File: config.mk
export PLATFORM = sky130hd
export DESIGN_NAME = rx_cnt_capture
export DESIGN_NICKNAME = d
export VERILOG_FILES = /design/src/rtl/rcc_pkg.sv /design/src/rtl/rcc_edge.sv /design/src/rtl/rcc_ctrl.sv /design/src/rtl/rcc_hold.sv /design/src/rtl/rx_cnt_capture.sv
export SDC_FILE = /design/constraint.sdc
export NUM_CORES = 1
export LEC_CHECK = 0
export ABC_AREA = 1
export BUFFER_PORTS_ARGS = -buffer_cell sky130_fd_sc_hd__buf_2
export CORE_MARGIN = 4
export CORE_UTILIZATION = 40
export CTS_CLUSTER_DIAMETER = 30
export DETAILED_ROUTE_END_ITERATION = 6
export GPL_ROUTABILITY_DRIVEN = 1
export PLACE_DENSITY = 0.71
export SYNTH_ARGS = -nofsm -noshare
export SYNTH_HDL_FRONTEND = slang
export SYNTH_SLANG_ARGS = --single-unit
File: constraint.sdc
create_clock -name clk_i -period 1.5 [get_ports clk_i]
set_clock_uncertainty 0.05 [all_clocks]
set_input_delay 0.225 -clock clk_i [delete_from_list [all_inputs] [get_ports clk_i]]
set_output_delay 0.225 -clock clk_i [all_outputs]
set_load 0.02 [all_outputs]
File: src/rtl/rcc_pkg.sv
package rcc_pkg;
  typedef struct packed {
    logic extra;
    logic from_b;
    logic from_a;
  } rcc_status_t;
endpackage

File: src/rtl/rcc_edge.sv
module rcc_edge (
  input  logic clk_i,
  input  logic rst_ni,
  input  logic cs_n_i,
  output logic rise_o
);
  logic cs_q;

  // reset to released so a high level after reset is not an edge
  always_ff @(posedge clk_i or negedge rst_ni) begin
    if (!rst_ni) cs_q <= 1'b1;
    else         cs_q <= cs_n_i;
  end

  assign rise_o = cs_n_i & ~cs_q;
endmodule

File: src/rtl/rcc_ctrl.sv
module rcc_ctrl
  import rcc_pkg::*;
(
  input  logic        clk_i,
  input  logic        rst_ni,
  input  logic        rise_i,
  input  logic        load_i,
  input  logic        active_b_i,
  output logic        capture_o,
  output rcc_status_t status_o
);
  logic        armed_q;
  rcc_status_t status_q;

  assign capture_o = rise_i & armed_q & ~load_i;

  always_ff @(posedge clk_i or negedge rst_ni) begin
    if (!rst_ni) begin
      armed_q  <= 1'b0;
      status_q <= '0;
    end else if (load_i) begin
      armed_q  <= 1'b1;
      status_q <= '0;
    end else if (capture_o) begin
      armed_q         <= 1'b0;
      status_q.from_a <= ~active_b_i;
      status_q.from_b <= active_b_i;
    end else if (rise_i && (status_q.from_a || status_q.from_b)) begin
      status_q.extra <= 1'b1;
    end
  end

  assign status_o = status_q;
endmodule

File: src/rtl/rcc_hold.sv
module rcc_hold #(
  parameter int unsigned CNT_W = 16
) (
  input  logic             clk_i,
  input  logic             rst_ni,
  input  logic             capture_i,
  input  logic             sel_b_i,
  input  logic [CNT_W-1:0] cnt_a_i,
  input  logic [CNT_W-1:0] cnt_b_i,
  output logic [CNT_W-1:0] saved_o
);
  logic [CNT_W-1:0] saved_q;
  logic [CNT_W-1:0] pick;

  assign pick = sel_b_i ? cnt_b_i : cnt_a_i;

  always_ff @(posedge clk_i or negedge rst_ni) begin
    if (!rst_ni)        saved_q <= '0;
    else if (capture_i) saved_q <= pick;
  end

  assign saved_o = saved_q;
endmodule

File: src/rtl/rx_cnt_capture.sv
module rx_cnt_capture
  import rcc_pkg::*;
#(
  parameter int unsigned CNT_W = 16
) (
  input  logic             clk_i,
  input  logic             rst_ni,
  input  logic             cs_n_i,
  input  logic             active_b_i,
  input  logic [CNT_W-1:0] cnt_a_i,
  input  logic [CNT_W-1:0] cnt_b_i,
  input  logic             load_a_i,
  input  logic             load_b_i,
  output logic [CNT_W-1:0] saved_cnt_o,
  output logic [2:0]       status_o
);
  logic        rise;
  logic        capture;
  rcc_status_t status;

  rcc_edge u_edge (
    .clk_i  (clk_i),
    .rst_ni (rst_ni),
    .cs_n_i (cs_n_i),
    .rise_o (rise)
  );

  rcc_ctrl u_ctrl (
    .clk_i      (clk_i),
    .rst_ni     (rst_ni),
    .rise_i     (rise),
    .load_i     (load_a_i | load_b_i),
    .active_b_i (active_b_i),
    .capture_o  (capture),
    .status_o   (status)
  );

  rcc_hold #(.CNT_W(CNT_W)) u_hold (
    .clk_i     (clk_i),
    .rst_ni    (rst_ni),
    .capture_i (capture),
    .sel_b_i   (active_b_i),
    .cnt_a_i   (cnt_a_i),
    .cnt_b_i   (cnt_b_i),
    .saved_o   (saved_cnt_o)
  );

  assign status_o = status;
endmodule

### Yosys cells after proc, flatten, opt, wreduce, memory -nomap -nowiden

Index checks and enable logic that the tools add are counted.

| storage, ports and cells | value |
|---|---|
| flip-flop bits (word level) | 21 |
| input bits | 38 |
| output and inout bits | 19 |
| word-level logic and storage cells | 26 |

| operators by class | value |
|---|---|
| equal/unequal tests | 1 |
| muxes and demuxes | 7 |
| bitwise operators | 7 |
| reductions and logical operators | 5 |

Operator list:

| kind | count |
|---|---|
| 2-to-1 mux 16 bit | 1 |
| 2-to-1 mux 1 bit | 4 |
| nonzero test 2 bit | 2 |
| AND 1 bit | 3 |
| 2-to-1 mux 3 bit | 1 |
| inverter 1 bit | 3 |
| 2-to-1 mux 2 bit | 1 |
| != test 2 x 1 -> 1 bit, second input constant | 1 |
| AND reduction 2 bit | 1 |
| logical AND 1 bit | 1 |
| logical OR 1 bit | 1 |
| OR 1 bit | 1 |

### Depth between registers and ports, before layout

Gate-level depths: netlist of run 1.

| logic depth | value |
|---|---|
| depth after elaboration | 6 |
| depth in mapped cells | 7 |
| gate-level depth less buffers | 7 |

### Hierarchy

A second synthesis of run 1 with hierarchy kept.

| second synthesis, totals | value |
|---|---|
| cells, all modules | 165 |
| area, all modules | 1127.3 µm² |

Modules (own cells, without submodules):

| module | instances | cells an instance | area each (µm²) | seq. area each (µm²) |
|---|---|---|---|---|
| rcc_hold | 1 | 136 | 904.6 | 400.4 |
| rcc_ctrl | 1 | 23 | 175.2 | 100.1 |
| rcc_edge | 1 | 3 | 36.3 | 26.3 |
| rx_cnt_capture | 1 | 3 | 11.3 | 0.0 |

### Worst setup path before layout of run 1

Ideal clock, no wire load.

| timing | value |
|---|---|
| kind | reg-to-reg |
| start | reg u_edge.cs_q |
| end | reg u_hold.saved_q[10], in the netlist u_hold.saved_o[10] |
| library setup time | 0.116 ns |
| arrival time | 0.944 ns |
| data required time | 1.334 ns |
| setup slack | 0.390 ns |
| cell stages (with the launch flop) | 7 |
| path buffers | 1 |
| clock period less this slack | 1.110 ns |
| cells stage by stage | dfstp_2 -> nor2_4 -> nand3_4 -> inv_4 -> buf_6 -> nand2_1 -> nand2_1 |

| on the way | value |
|---|---|
| cells in the longest elaborated chain, start to end | 4 |

Ends and longest elaborated chain:

| item | line | RTL |
|---|---|---|
| start: declaration | rcc_edge.sv:7 | `logic cs_q;` |
| start signal: assignment | rcc_edge.sv:12 | `else cs_q <= cs_n_i;` |
| inverter 1 bit | rcc_edge.sv:15 | `assign rise_o = cs_n_i & ~cs_q;` |
| AND 1 bit | rcc_edge.sv:15 |  |
| AND 1 bit (2 in a row) | rcc_ctrl.sv:15 | `assign capture_o = rise_i & armed_q & ~load_i;` |
| end signal: assignment | rcc_hold.sv:19 | `else if (capture_i) saved_q <= pick;` |
| end: declaration | rcc_hold.sv:12 | `logic [CNT_W-1:0] saved_q;` |

Every way passes these cells.
A chain may end at the register's enable or synchronous reset.

### Final worst setup path of run 1

| timing | value |
|---|---|
| start | in cs_n_i |
| end | reg u_hold.saved_q[1], in the netlist u_hold.saved_o[1] |

| on the way | value |
|---|---|
| cells in the longest elaborated chain, start to end | 3 |

Ends and longest elaborated chain:

| item | line | RTL |
|---|---|---|
| start: declaration | rx_cnt_capture.sv:8 | `input logic cs_n_i,` |
| AND 1 bit | rcc_edge.sv:15 |  |
| AND 1 bit (2 in a row) | rcc_ctrl.sv:15 |  |

Every way passes these cells.

==> run metrics, run 1 <==
GP Congestion=0.703; Hold Fails Final Rpt=0; global route overflow=0; Residual DRC=0; Clock Latency Late Sink=0.29 ns; WP data arrival=1.44 ns; final-report setup violation count=0; max cap viols=0; most numerous cell on the critical path=nand2_1; die width=59.0 um; clock sinks=21; WP data required=1.65 ns; Slew headroom=69.4%; remaining antenna violation count=0; largest net degree at the start of global routing=22; starting DRC count in detailed routing=21; Slowest-stage cell, CP=dlygate4sd3_1; most frequent cells in the layout=107 x nand2_1, 56 x buf_2, 20 x dfrtp_1; final number of max-transition violations=0; Top Metal Used=met4; final wirelength=2.45 mm; Fin Setup TNS=0 ns; GRT Total Usage=14.9%; DIE AREA=0.00348 mm2; Area Overhead vs Synth=34.1%; H-tree depth=1; Slew @ Worst Pin=0.459 ns; Core Box Area=0.00248 mm2; f_max=0.775 GHz; Seq/Total Area, Yosys=50.6%; first-pass GRT wire length=3.95 mm; commonest non-fill, non-tap cell in the layout=nand2_1; Starting Density=42.0%; WL met1=1.01 mm; Final min period=1.29 ns; Routed WL per cell=10.5 um; CP peak stage delay=0.52 ns; dpl hpwl=1.94 mm; Avg Cell Area, Syn=7.18 um2; total power=1.41 mW; metal2 WL=1.24 mm; number of global-route vias before repair=987; CTS clock-pin slew for the worst setup and hold paths=0.11 ns; status=complete, no violations; power per cell area=1010 mW/mm2; Critical Path, Cell by Cell=dlygate4sd3_1 > buf_2 > inv_1 > nor2_4 > nand3_4 > buf_12 > nand2_1 > nand2_1; Yosys reg bits=21; crit end category=flop; HP Class=primary input to flop; ant diodes=0; layout cell share with drive strength beyond 1=32.5%; CTS tree=built; quantity of I/O buffers inserted on ports=56; synthesized cell area=0.00104 mm2; final period utilization=86.1%; layout net count=242; met3 wire len=161 um; RSZ-0062 raised after global routing=no; CTS root buffer=clkbuf_4; via count=1049; peak supply drop=0.539 mV; CP Max Fanout=16; Inserted Clock Buffers=3; Netlist cell types=13; I/O pin count=57; WS Path Type=primary input to flop; TritonRoute pass-1 iters=4; Post-Syn Nets=183; vias per inst=4.50; die span in y=59.0 um; clk buf depth=2; Synth Instances=145; P_leak=0.866 nW; initial antenna violation count=0; startpoint types=primary input; Core Rows=18; Synth Warn #=0
-- cell families after synthesis --
family / count (synthesis) / synth area share (%)
and+or+nand+nor: 111 / 42.9
buffers and inverters: 10 / 5.05
DFF: 21 / 50.6
AOI/OAI and AO/OA: 3 / 1.44
-- stage by stage --
step | hold WS [ns] | cells | cell area (um2) | util (%) | worst slack [ns]
floorplan | -0.121 | 145 | 1040 | - | 0.390
global placement | 0.141 | 226 | 1330 | 53.6 | 0.318
detailed placement | 0.149 | 226 | 1330 | 53.6 | 0.262
CTS | 0.105 | 232 | 1370 | 55.5 | 0.0727
global route | 0.126 | 233 | 1400 | 56.4 | 0.102
finish | 0.116 | 233 | 1400 | 56.4 | 0.209
-- worst max-delay path: cells and delay by family --
kind | cells | cell delay (ns)
buf+inv | 4 | 0.86
simple gates | 4 | 0.36
-- final timing paths --
path / slack, ns / to / cells past startpoint / startpoint
worst max register to register: 0.35 / u_ctrl.status_o[2] / 6 / u_edge.cs_q
worst min register to register: 0.44 / u_ctrl.status_o[2] / 2 / u_ctrl.status_o[2]
worst max-delay path: 0.21 / u_hold.saved_o[1] / 8 / cs_n_i
min in group asynchronous: 0.34 / u_hold.saved_o[12] / 2 / rst_ni
worst min-delay path: 0.12 / u_ctrl.armed_q / 3 / load_a_i
max in group asynchronous: 0.71 / u_edge.cs_q / 2 / rst_ni
-- where the power goes --
group | total (mW) | internal, mW | switching, mW
Clock | 0.264 | 0.104 | 0.160
Sequential | 0.713 | 0.661 | 0.0522
Combinational | 0.434 | 0.163 | 0.271
Total | 1.41 | 0.927 | 0.483
-- state kept, by name (all words and copies together) (netlist names) --
| name | cells |
|---|---|
| u_edge.cs_q | 1 |
| u_ctrl.status_o | 3 |
| u_ctrl.armed_q | 1 |
| u_hold.saved_o | 16 |
-- cells in the mapped netlist --
library cell | count | area, um2
buf_2 | 4 | 20.0
nand3_1 | 1 | 5.00
dfrtp_1 | 20 | 500
dfstp_2 | 1 | 26.3
nand3_4 | 1 | 17.5
o21ai_1 | 2 | 10.0
buf_6 | 1 | 11.3
nor2_4 | 2 | 22.5
inv_4 | 1 | 6.26
o21ai_0 | 1 | 5.00
inv_2 | 1 | 3.75
inv_1 | 3 | 11.3
nand2_1 | 107 | 402
-- layout make-up --
cell class / instances / area [um2]
sequential: 21 / 527
fill: 255 / 1080
inverter: 5 / 23.8
timing repair buffer: 59 / 320
tap: 30 / 37.5
multi-input combinational: 114 / 462
clock buffer: 4 / 26.3
-- metal layers --
| metal | global-route usage [%] | vias up |
|---|---|---|
| li1 | - | 549 |
| met1 | 17.8 | 464 |
| met2 | 26.7 | 32 |
| met3 | 1.53 | 4 |
| met4 | 6.80 | 0 |
| met5 | 0 | - |
-- repair_timing --
action / in CTS / in global routing
endpoints found under the hold margin: 21 / 0
endpoints found under the setup margin: 0 / 17
setup buffers: 0 / 1
hold buffers: 2 / 0
gates resized for setup: 0 / 1
No activity file was read; power rests on OpenSTA's default activity.
==> run 2: changes to the inputs <==
==> constraint.sdc (replaced) <==
create_clock -name clk_i -period 1.5 [get_ports clk_i]
set_clock_uncertainty 0.05 [all_clocks]
set_input_delay 0 -clock clk_i [delete_from_list [all_inputs] [get_ports clk_i]]
set_output_delay 0 -clock clk_i [all_outputs]
set_load 0.02 [all_outputs]
==> run 2 against run 1 <==
Die area stayed put. First-iteration DRC count is 48% higher. Utilization grew 13 points. Fmax shrank 9.0%. Sequential share of layout area decreased by 7.0 points. Largest cell class is now buffers. Critical endpoint is now u_ctrl.status_o[1]. Design area grew 23%. Clock power is 5% higher. Largest power group unchanged. Setup slack lost 0.13 ns.
==> run metrics, run 2 (synthesis results as in run 1) <==
f_max=0.705 GHz; Placed Area=0.00133 mm2; GRT Total Usage=18.3%; TritonRoute pass-1 iters=4; final wirelength=3.00 mm; final cell count without fillers=266; Fin Setup TNS=0 ns; CP Max Fanout=3; GP Congestion=0.678; Cells after DPL=226; final period utilization=94.6%; Slew @ Worst Pin=0.448 ns; Clock Latency Late Sink=0.30 ns; DIE AREA=0.00348 mm2; WP data arrival=1.61 ns; Area Overhead vs Synth=64.8%; ant diodes=0; via count=1204; max cap viols=0; layout net count=275; die width=59.0 um; initial antenna violation count=0; layout cell share with drive strength beyond 1=28.0%; clock sinks=21; Inserted Clock Buffers=3; startpoint types=primary input; Final min period=1.42 ns; largest net degree at the start of global routing=22; Hold Fails Final Rpt=0; CTS tree=built; number of global-route vias before repair=1201; total power=1.51 mW; crit end category=flop; Slew headroom=70.1%; P_leak=1.01 nW; Core Box Area=0.00248 mm2; most frequent cells in the layout=107 x nand2_1, 56 x buf_2, 36 x dlygate4sd3_1; final-report setup violation count=0; remaining antenna violation count=0; quantity of I/O buffers inserted on ports=56; die span in y=59.0 um; Core Rows=18; RSZ-0062 raised after global routing=no; hold slack=0.0191 ns; global route overflow=0; HP Class=primary input to flop; I/O pin count=57; CTS clock-pin slew for the worst setup and hold paths=0.12 ns; commonest non-fill, non-tap cell in the layout=nand2_1; Routed WL per cell=11.3 um; status=complete, no violations; Fill cells=216; Starting Density=42.0%; starting DRC count in detailed routing=31; Final Cell Area=0.00172 mm2; WS Path Type=primary input to flop; Largest register FFs=16; first-pass GRT wire length=4.93 mm; pre-CTS WS=0.300 ns; power per cell area=883 mW/mm2; number of gates resized after CTS=0; Final Worst Setup Slack=0.0817 ns; dpl hpwl=1.92 mm; Final Util=69.2%; H-tree depth=1; final number of max-transition violations=0; CTS root buffer=clkbuf_4; peak supply drop=0.569 mV; vias per inst=4.53; Residual DRC=0; WP data required=1.69 ns; clk buf depth=2
## run 2: cell count changes in the layout (fill, tap and decap cells not counted)
cell,delta
buf_12,-1
clkbuf_1,-1
clkinv_2,+1
dlygate4sd3_1,+34
inv_4,+1
inv_6,-1
## run 2: area by class of cell
cell class              count  area (um2)  area share, %
clock buffers               3        22.5           1.31
well taps                  30        37.5           2.19
inverters                   5        21.3           1.24
flip-flops and latches     21         527           30.7
multi-input cells         114         462           26.9
clock inverters             1        5.00          0.292
repair buffers             92         641           37.3
## run 2: layer usage
metal  up-vias  track usage (%)  wire (um)
li1        615                -          -
met1       549             20.8       1180
met2        36             34.9       1630
met3         4             1.53        143
met4         0             7.12         47
met5         -                0          0
## run 2: report_power, final
group          switching (mW)  leakage (nW)  total (mW)  internal [mW]
registers              0.0530         0.264       0.713          0.660
logic                   0.292         0.726       0.523          0.231
clock network           0.178        0.0177       0.278         0.0994
## run 2: worst max-delay path, cell delays in order
cell and delay, ns:
dlygate4sd3_1 0.53, buf_2 0.13, nor2_4 0.11, dlygate4sd3_1 0.62, nand2_1 0.09, o21ai_1 0.12
## run 2: path summary, 6_finish.rpt
kind	from	end	slack [ns]	depth (start not counted)
setup reg to reg	u_edge.cs_q	u_hold.saved_o[6]	0.27	5
hold reg to reg	u_ctrl.status_o[2]	u_ctrl.status_o[2]	0.43	2
min in group asynchronous	rst_ni	u_hold.saved_o[6]	0.10	2
setup / recovery	load_a_i	u_ctrl.status_o[1]	0.08	6
max in group asynchronous	rst_ni	u_edge.cs_q	0.95	2
hold / removal	load_b_i	u_ctrl.status_o[2]	0.02	5
## run 2: timing repair
action | in CTS | in global routing
endpoints found under the setup margin | 0 | 0
buffers inserted | 0 | 0
hold buffers | 36 | 0
hold endpoints to repair | 42 | 0
==> run 3: changes to the inputs <==
--- a/config.mk
+++ b/config.mk
@@ -7,9 +7,11 @@
 export LEC_CHECK = 0
 export ABC_AREA = 1
 export BUFFER_PORTS_ARGS = -buffer_cell sky130_fd_sc_hd__buf_2
+export CORE_ASPECT_RATIO = 1.25
 export CORE_MARGIN = 4
 export CORE_UTILIZATION = 40
 export CTS_CLUSTER_DIAMETER = 30
+export CTS_CLUSTER_SIZE = 24
 export DETAILED_ROUTE_END_ITERATION = 6
 export GPL_ROUTABILITY_DRIVEN = 1
 export PLACE_DENSITY = 0.71
==> run 3 against run 2 <==
Highest routed layer unchanged. Design area increased by 0.58%. Sequential power about the same. Critical endpoint unchanged. Setup slack got worse by 0.029 ns. Largest power group unchanged.
==> run metrics, run 3 (synthesis results as in run 1) <==
Top Family by Delay on Critical Path=buffers and inverters; min-delay src=load_b_i; crit end category=flop; WS Path Type=primary input to flop; most frequent cells in the layout=107 x nand2_1, 56 x buf_2, 36 x dlygate4sd3_1; clock sinks=21; CTS root buffer=clkbuf_4; R2R Setup Slk=0.25 ns; Pint=997 uW; starting DRC count in detailed routing=42; Starting Density=42.4%; hold slack=0.0240 ns; GP Congestion=0.726; final period utilization=96.5%; RSZ-0062 raised after global routing=no; sequential share of power=47.0%; commonest non-fill, non-tap cell in the layout=nand2_1; Slew headroom=69.2%; die width=53.6 um; DIE AREA=0.00349 mm2; quantity of I/O buffers inserted on ports=56; Fin Setup TNS=0 ns; largest net degree at the start of global routing=22; clk buf depth=2; first-pass GRT wire length=5.22 mm; final number of max-transition violations=0; HP Class=primary input to flop; Hold Path Sink=u_ctrl.status_o[2]; via count=1240; WP data required=1.69 ns; Reg2Reg Capture Point=u_ctrl.status_o[1]; layout cell share with drive strength beyond 1=27.8%; reg2reg path depth=5; number of global-route vias before repair=1228; Routed WL per cell=12.0 um; Setup Buffers After CTS=0; P_sw=520 uW; Critical Path, Cell by Cell=dlygate4sd3_1 > buf_2 > nor2_4 > dlygate4sd3_1 > nand2_1 > o21ai_1; Crit. path cell count=6; CTS tree=built; remaining antenna violation count=0; hold path cells=5; Inserted Clock Buffers=3; max cap viols=0; Worst R2R Start=u_edge.cs_q; vias per inst=4.59; Fill cells=213; Slowest-stage cell, CP=dlygate4sd3_1; Crit path buffers/inverters=3; ant diodes=0; dpl hpwl=2.03 mm; power per cell area=879 mW/mm2; layout net count=276; status=complete, no violations; GRT Total Usage=20.5%; pre-CTS WS=0.263 ns; die span in y=65.0 um; P_leak=1.01 nW; Final min period=1.45 ns; initial antenna violation count=0; WP data arrival=1.63 ns; startpoint types=primary input; Sw Ratio=34.3%; CP Max Fanout=3; Cells after DPL=230; Core Rows=20; peak supply drop=0.577 mV; Slew @ Worst Pin=0.461 ns; Residual DRC=0; combinational power share=34.7%; I/O pin count=57; Hold Fails Final Rpt=0; Core Box Area=0.00245 mm2; clock share of power=18.3%; f_max=0.691 GHz; final wirelength=3.23 mm; global route overflow=0; most numerous cell on the critical path=dlygate4sd3_1; Area Overhead vs Synth=65.7%; final-report setup violation count=0; Final Util=70.4%; Largest register FFs=16; final cell count without fillers=270; CTS clock-pin slew for the worst setup and hold paths=0.12 ns; TritonRoute pass-1 iters=4; Final Worst Setup Slack=0.0527 ns; H-tree depth=1; CP peak stage delay=0.63 ns; Clock Latency Late Sink=0.30 ns
[run 3: changes by cell type in the layout (fill, tap and decap cells not counted), sizes merged]
cell / previous run / this run
clkinv: 1 / 0
clkbuf: 3 / 4
buf: 56 / 57
[run 3: cell type report]
cell class                 instances  area (um2)  share of cell area (%)
timing repair buffer              93         648                    37.6
sequential                        21         527                    30.5
multi-input combinational        114         462                    26.8
tap                               33        41.3                    2.39
clock buffer                       4        26.3                    1.52
inverter                           5        21.3                    1.23
[run 3: stage by stage]
stage | instance area (um2) | total power, mW
3_3_place_gp | 1340 | 1.15
4_1_cts | 1730 | 1.52
5_1_grt | 1730 | 1.61
6_report | 1730 | 1.52
3_5_place_dp | 1340 | 1.16
2_1_floorplan | 1040 | 0.973
[run 3: per-layer routing]
metal | global-route usage [%] | wire length, um
met1 | 22.5 | 1150
met2 | 35.9 | 1840
met3 | 2.76 | 147
met4 | 12.1 | 87
met5 | 0 | 0
[run 3: power groups by stage]
stage	Clock, mW	Combinational (mW)	Sequential, mW
5_1_grt	0.316	0.574	0.725
3_5_place_dp	0	0.437	0.724
3_3_place_gp	0	0.429	0.723
4_1_cts	0.278	0.524	0.714
6_report	0.277	0.526	0.713
2_1_floorplan	0	0.136	0.836
[run 3: tightest hold or removal path: stages]
cell	delay (ns)
buf_2	0.10
nor2_4	0.05
nand2_1	0.07
nand3_1	0.06
nand2_1	0.06
[run 3: repair_timing]
item                                   CTS  global route
endpoints found under the hold margin   42             0
hold buffers                            36             0
gates resized for setup                  0             0
[run 3: worst max path at each step]
| stage | from | endpoint | slack, ns |
|---|---|---|---|
| after floorplan | u_edge.cs_q | u_hold.saved_o[10] | 0.39 |
| after global placement | u_edge.cs_q | u_ctrl.status_o[0] | 0.32 |
| after detailed placement | u_edge.cs_q | u_ctrl.status_o[1] | 0.26 |
| after CTS | load_a_i | u_ctrl.status_o[1] | 0.06 |
| after global routing | load_a_i | u_ctrl.status_o[1] | 0.001 |
| final | load_a_i | u_ctrl.status_o[1] | 0.05 |
